<file path="config.mk">
export PLATFORM = sky130hd
export DESIGN_NAME = rot_prio_arb
export DESIGN_NICKNAME = d
export VERILOG_FILES = /design/src/rtl/rpa_pkg.sv /design/src/rtl/rpa_scan.sv /design/src/rtl/rpa_prio_bank.sv /design/src/rtl/rot_prio_arb.sv
export SDC_FILE = /design/constraint.sdc
export NUM_CORES = 1
export LEC_CHECK = 0
export BUFFER_PORTS_ARGS = -buffer_cell sky130_fd_sc_hd__buf_2
export CORE_ASPECT_RATIO = 0.75
export CORE_MARGIN = 5
export CORE_UTILIZATION = 40
export CTS_BUF_LIST = sky130_fd_sc_hd__clkbuf_2
export CTS_CLUSTER_SIZE = 14
export DETAILED_ROUTE_END_ITERATION = 10
export GPL_TIMING_DRIVEN = 0
export HOLD_SLACK_MARGIN = 0.1
export PLACE_DENSITY = 0.64
export REMOVE_ABC_BUFFERS = 1
export SLEW_MARGIN = 20
export SYNTH_ARGS = -nofsm -noshare
export SYNTH_HDL_FRONTEND = slang
export SYNTH_SLANG_ARGS = --single-unit
</file>
<file path="constraint.sdc">
create_clock -name clk -period 13.11 [get_ports clk]
set_clock_uncertainty 0.1 [all_clocks]
set_input_delay 3.933 -clock clk [delete_from_list [all_inputs] [get_ports clk]]
set_output_delay 3.933 -clock clk [all_outputs]
set_load 0.02 [all_outputs]
</file>
<file path="src/rtl/rpa_pkg.sv">
package rpa_pkg;
  localparam int PRIO_W = 4;
  typedef logic [PRIO_W-1:0] prio_t;

  // New arbitration priority of one agent after a highest-wins grant.
  function automatic prio_t rotate_one(prio_t own, prio_t win_old, logic is_win);
    prio_t r;
    if (is_win)             r = '0;
    else if (own == '1)     r = prio_t'(win_old + 1'b1);
    else                    r = prio_t'(own + 1'b1);
    return r;
  endfunction

  // Value an agent starts from after reset or a synchronize command.
  function automatic prio_t id_prio(int idx);
    return prio_t'(idx % (1 << PRIO_W));
  endfunction
endpackage

</file>
<file path="src/rtl/rpa_scan.sv">
module rpa_scan
  import rpa_pkg::*;
#(
  parameter int N_AGENTS = 4,
  parameter int IDX_W    = (N_AGENTS > 1) ? $clog2(N_AGENTS) : 1
) (
  input  logic [N_AGENTS-1:0]        req,
  input  logic [N_AGENTS*PRIO_W-1:0] arb_prio,
  input  logic [N_AGENTS*PRIO_W-1:0] low_prio,
  input  logic                       pick_low,
  output logic                       found,
  output logic [IDX_W-1:0]           idx
);
  localparam logic [PRIO_W:0] CEIL = {1'b1, {PRIO_W{1'b0}}};

  logic [PRIO_W:0] best;
  logic [PRIO_W:0] val;
  logic            take;

  // Ascending scan: only a strictly better value replaces the candidate.
  always_comb begin
    found = 1'b0;
    idx   = '0;
    best  = pick_low ? CEIL : '0;
    val   = '0;
    take  = 1'b0;
    for (int i = 0; i < N_AGENTS; i++) begin
      val  = {1'b0, (pick_low ? low_prio[i*PRIO_W +: PRIO_W] : arb_prio[i*PRIO_W +: PRIO_W])};
      take = req[i] && (pick_low ? (val < best) : (!found || (val > best)));
      if (take) begin
        found = 1'b1;
        idx   = IDX_W'(i);
        best  = val;
      end
    end
  end
endmodule

</file>
<file path="src/rtl/rpa_prio_bank.sv">
module rpa_prio_bank
  import rpa_pkg::*;
#(
  parameter int N_AGENTS = 4,
  parameter int IDX_W    = (N_AGENTS > 1) ? $clog2(N_AGENTS) : 1
) (
  input  logic                       clk,
  input  logic                       rst_n,
  input  logic                       load_ids,
  input  logic                       rot_en,
  input  logic [IDX_W-1:0]           rot_idx,
  output logic [N_AGENTS*PRIO_W-1:0] prio_flat
);
  prio_t win_old;

  always_comb begin
    win_old = '0;
    for (int i = 0; i < N_AGENTS; i++)
      if (rot_idx == IDX_W'(i)) win_old = prio_flat[i*PRIO_W +: PRIO_W];
  end

  for (genvar g = 0; g < N_AGENTS; g++) begin : g_agent
    localparam prio_t MY_ID = id_prio(g);
    prio_t cur;
    assign prio_flat[g*PRIO_W +: PRIO_W] = cur;

    always_ff @(posedge clk or negedge rst_n) begin
      if (!rst_n)        cur <= MY_ID;
      else if (load_ids) cur <= MY_ID;
      else if (rot_en)   cur <= rotate_one(cur, win_old, rot_idx == IDX_W'(g));
    end
  end
endmodule

</file>
<file path="src/rtl/rot_prio_arb.sv">
module rot_prio_arb
  import rpa_pkg::*;
#(
  parameter int N_AGENTS = 4,
  parameter int IDX_W    = (N_AGENTS > 1) ? $clog2(N_AGENTS) : 1
) (
  input  logic                       clk,
  input  logic                       rst_n,
  input  logic                       start,
  input  logic                       sync,
  input  logic                       mode_low,
  input  logic                       multi,
  input  logic [N_AGENTS-1:0]        req_mask,
  input  logic [N_AGENTS*PRIO_W-1:0] low_prio_flat,
  output logic                       gnt_valid,
  output logic [IDX_W-1:0]           gnt_idx,
  output logic                       done,
  output logic                       none,
  output logic                       busy,
  output logic [N_AGENTS*PRIO_W-1:0] arb_prio_flat
);
  logic [N_AGENTS-1:0] rem_q, rem_next, scan_req, win_bit;
  logic                busy_q, idle, acc_sync, acc_start, multi_go;
  logic                scan_low, found, grant_now, rot_en, last;
  logic [IDX_W-1:0]    win_idx;

  assign idle      = !busy_q;
  assign acc_sync  = sync && idle;
  assign acc_start = start && idle && !sync;
  assign multi_go  = acc_start && multi && !mode_low;
  assign scan_req  = busy_q ? rem_q : req_mask;
  assign scan_low  = busy_q ? 1'b0 : mode_low;

  rpa_scan #(.N_AGENTS(N_AGENTS), .IDX_W(IDX_W)) u_scan (
    .req      (scan_req),
    .arb_prio (arb_prio_flat),
    .low_prio (low_prio_flat),
    .pick_low (scan_low),
    .found    (found),
    .idx      (win_idx)
  );

  always_comb begin
    win_bit = '0;
    for (int i = 0; i < N_AGENTS; i++)
      if (win_idx == IDX_W'(i)) win_bit[i] = 1'b1;
  end

  assign grant_now = (busy_q || acc_start) && found;
  assign rot_en    = grant_now && !scan_low;
  assign rem_next  = scan_req & ~win_bit;
  assign last      = (rem_next == '0);

  rpa_prio_bank #(.N_AGENTS(N_AGENTS), .IDX_W(IDX_W)) u_bank (
    .clk       (clk),
    .rst_n     (rst_n),
    .load_ids  (acc_sync),
    .rot_en    (rot_en),
    .rot_idx   (win_idx),
    .prio_flat (arb_prio_flat)
  );

  always_ff @(posedge clk or negedge rst_n) begin
    if (!rst_n) begin
      busy_q    <= 1'b0;
      rem_q     <= '0;
      gnt_valid <= 1'b0;
      gnt_idx   <= '0;
      done      <= 1'b0;
      none      <= 1'b0;
    end else begin
      gnt_valid <= grant_now;
      if (grant_now) gnt_idx <= win_idx;
      none      <= acc_start && !found;
      done      <= (acc_start && (!found || !multi_go || last)) || (busy_q && last);
      if (busy_q)        busy_q <= !last;
      else               busy_q <= multi_go && found && !last;
      if (busy_q || multi_go) rem_q <= rem_next;
    end
  end

  assign busy = busy_q;
endmodule

</file>
==> out/metrics.yaml <==
run_status:
  status: "completed"
worst_setup_path:
  path_common_cell: "ha_1"
  crit_slowest_cell: "nor2b_2"
  required_ps: 13310
  worstSetupStartpointType: "input port"
  crit_start: "mode_low"
  cp_slowest_stage_delay_ps: 690
  cp_data_arrival_time_ps: 10860
  cp-end-kind: "register"
  cp_max_fo: 20
  endpoint: "u_bank.g_agent[2].cur[2]$_DFFE_PN0P_"
  path_class: "in -> reg"
  r2r_end: "u_bank.g_agent[2].cur[2]$_DFFE_PN0P_"
  rr_startpoint: "busy$_DFF_PN0_"
  r2r_cells: 29
  reg2reg_slack_ps: 5330
placed_design:
  place_hpwl_um: 5150
  port_buffers: 47
  dp.cells: 411
  gp_congestion: 0.862
synthesis:
  syn_avg_cell_area_um2: 7.99
  synth_edf_count: 0
  ys_seq_area_share_pct: 27.7
  ys_types: 49
  synthCells: 296
  synth-xor-area-share_pct: 0.370
  synth_simple_gate_area_share_pct: 26.0
  synthMuxAreaShare_pct: 9.84
  synth_compound_area_share_pct: 24.0
  synthArstFlopShare_pct: 100
  ys_seq_elements: 26
  yosysWarnings: 0
  synth_fa_ha_area_share_pct: 8.99
  synth_top_family_by_area: "simple AND/OR/NAND/NOR gates"
  synth_ff_type: "dfrtp_1"
  syn_area_mm2: 0.00237
layout:
  drive_gt1_share_pct: 20.8
  mostFrequentLayoutCell: "nand2_1"
  fin_cells: 415
  diodes: 0
  area_delta_synth_final_pct: 14.1
  regArea_um2: 656
  nFillCells: 604
  multi_input_area_mm2: 0.00165
  nets: 381
  final_cell_mix: "nand2_1 (59), buf_2 (47), nor2_1 (27)"
routing:
  wl_per_cell_um: 16.1
  postRouteWirelength_um: 6670
  via_per_inst: 5.69
  vias: 2363
  dr.pass1.iters: 4
  drc: 0
  drt_iter0_drc: 173
  ant_nets: 0
timing:
  slew_headroom_pct: 44.4
  period_share_pct: 81.3
  hold_violations: 0
  rsz0062_at_grt: "no"
  tightestPinTransition_ps: 830
  fmax_ghz: 0.0938
  drv_slew: 0
  setup_viol: 0
  period_minus_slack_ps: 10660
floorplan:
  dieArea_mm2: 0.00757
  die_x_um: 98.8
  rows: 24
  ioPinCount: 48
  core_area_mm2: 0.00577
  floorplan.initialDensity_pct: 41.0
  die_h_um: 76.6
clocking:
  clock_latency_ps: 350
  ctsResizeCount: 0
  cts.reportedPaths.clkPinSlew_ps: 250
  postCtsSetupBuffers: 0
  cts.htree.levels: 1
  cts_tree: "yes"
  hold_buffers: 0
  clk_path_buf_depth: 2
  root_buffer: "clkbuf_2"
  cts_buffers: 3
  clock_sinks: 26
global_route:
  grt_usage_pct: 18.1
  grt_pass1_wl_um: 11400
  grt_antenna_before_repair: 0
  grt_pass1_vias: 2329
  grt_max_degree: 27
  gr-total-overflow: 0
power_and_ir_drop:
  internal_power_mw: 0.257
  ir_drop_mv: 0.0948
  p_seq_share_pct: 26.2
  power_mw: 0.551
  power.switching_mw: 0.294
  p_comb_share_pct: 68.1
  pwr-share-clk_pct: 5.6
  powerDensity_mw_per_mm2: 204
  swShare_pct: 53.3
  power_leakage_nw: 1.29
hold_path:
  hp-class: "reg -> reg"
job:
  cap_violations: 0
flip-flops by register name (all words and copies together) (netlist names):
signal and cells:
none 1, gnt_valid 1, rem_q 4, busy 1
gnt_idx 2, done 1, u_bank.g_agent.cur 16
Yosys cell counts (7+ instances only):
master / n / area share (%)
nand2_1: 59 / 9.4
nand3_1: 9 / 1.9
a211oi_1: 8 / 2.5
nor2_1: 28 / 4.4
mux2_2: 7 / 3.3
ha_1: 17 / 9.0
mux2i_1: 14 / 5.9
a21oi_1: 21 / 4.4
dfrtp_1: 22 / 23
o21ai_0: 13 / 2.7
clkbuf_1: 7 / 1.1
worst min path at each step:
| stage | from | end | cells after the start |
|---|---|---|---|
| 6_report | rem_q[3]$_DFFE_PN0P_ | rem_q[3]$_DFFE_PN0P_ | 1 |
| 2_1_floorplan | rem_q[3]$_DFFE_PN0P_ | rem_q[3]$_DFFE_PN0P_ | 1 |
| 5_1_grt | rem_q[3]$_DFFE_PN0P_ | rem_q[3]$_DFFE_PN0P_ | 1 |
| 4_1_cts | rem_q[3]$_DFFE_PN0P_ | rem_q[3]$_DFFE_PN0P_ | 1 |
| 3_5_place_dp | rem_q[3]$_DFFE_PN0P_ | rem_q[3]$_DFFE_PN0P_ | 1 |
| 3_3_place_gp | rem_q[3]$_DFFE_PN0P_ | rem_q[3]$_DFFE_PN0P_ | 1 |
metal layers:
| metal | GRT usage (%) | wire length, um | vias up |
|---|---|---|---|
| met5 | 0 | 0 | - |
| met4 | 2.86 | 39 | 0 |
| met3 | 2.65 | 518 | 5 |
| met2 | 27.7 | 2890 | 70 |
| met1 | 27.1 | 3230 | 1110 |
| li1 | - | - | 1178 |
kinds of logic (layout without fill, tap and decap cells):
| group | Yosys count | after routing |
|---|---|---|
| AO/OA/AOI/OAI | 81 | 81 |
| XOR/XNOR | 1 | 1 |
| adder cells (fa/ha/maj) | 17 | 17 |
| buffers and inverters | 17 | 58 |
| flip-flops | 26 | 26 |
| multiplexers | 22 | 22 |
| AND/OR/NAND/NOR | 132 | 132 |
critical path, delay by kind of cell:
family | cells | cell delay [ps]
compound gates | 14 | 2910
xor+xnor | 1 | 370
simple gates | 8 | 2020
buf+inv | 3 | 480
fa+ha+maj | 4 | 1130
through the flow:
stage / hold slack, ps / cell area (um2) / setup slack [ps] / utilization, % / TNS, ps
floorplan: 367 / 2310 / 1790 / - / 0
detailed placement: 386 / 2680 / 1860 / 46.4 / 0
global placement: 384 / 2640 / -375 / 45.8 / -3580
CTS: 445 / 2700 / 2220 / 46.8 / 0
finish: 443 / 2700 / 2450 / 46.8 / 0
global route: 482 / 2700 / 1720 / 46.8 / 0
power groups by stage:
stage	registers [mW]	logic, mW	clock network, mW
after global placement	0.145	0.360	0
final	0.145	0.375	0.0311
after global routing	0.149	0.419	0.0354
after CTS	0.144	0.377	0.0328
after detailed placement	0.145	0.374	0
after floorplan	0.155	0.245	0
final cells by class:
cell class	instances	area share, %
inverters	5	0.695
flip-flops and latches	26	24.3
well taps	78	3.62
clock inverters	1	0.139
repair buffers	49	9.41
multi-input cells	253	61.3
clock buffers	3	0.556
Power figures use the tool's default switching activity.
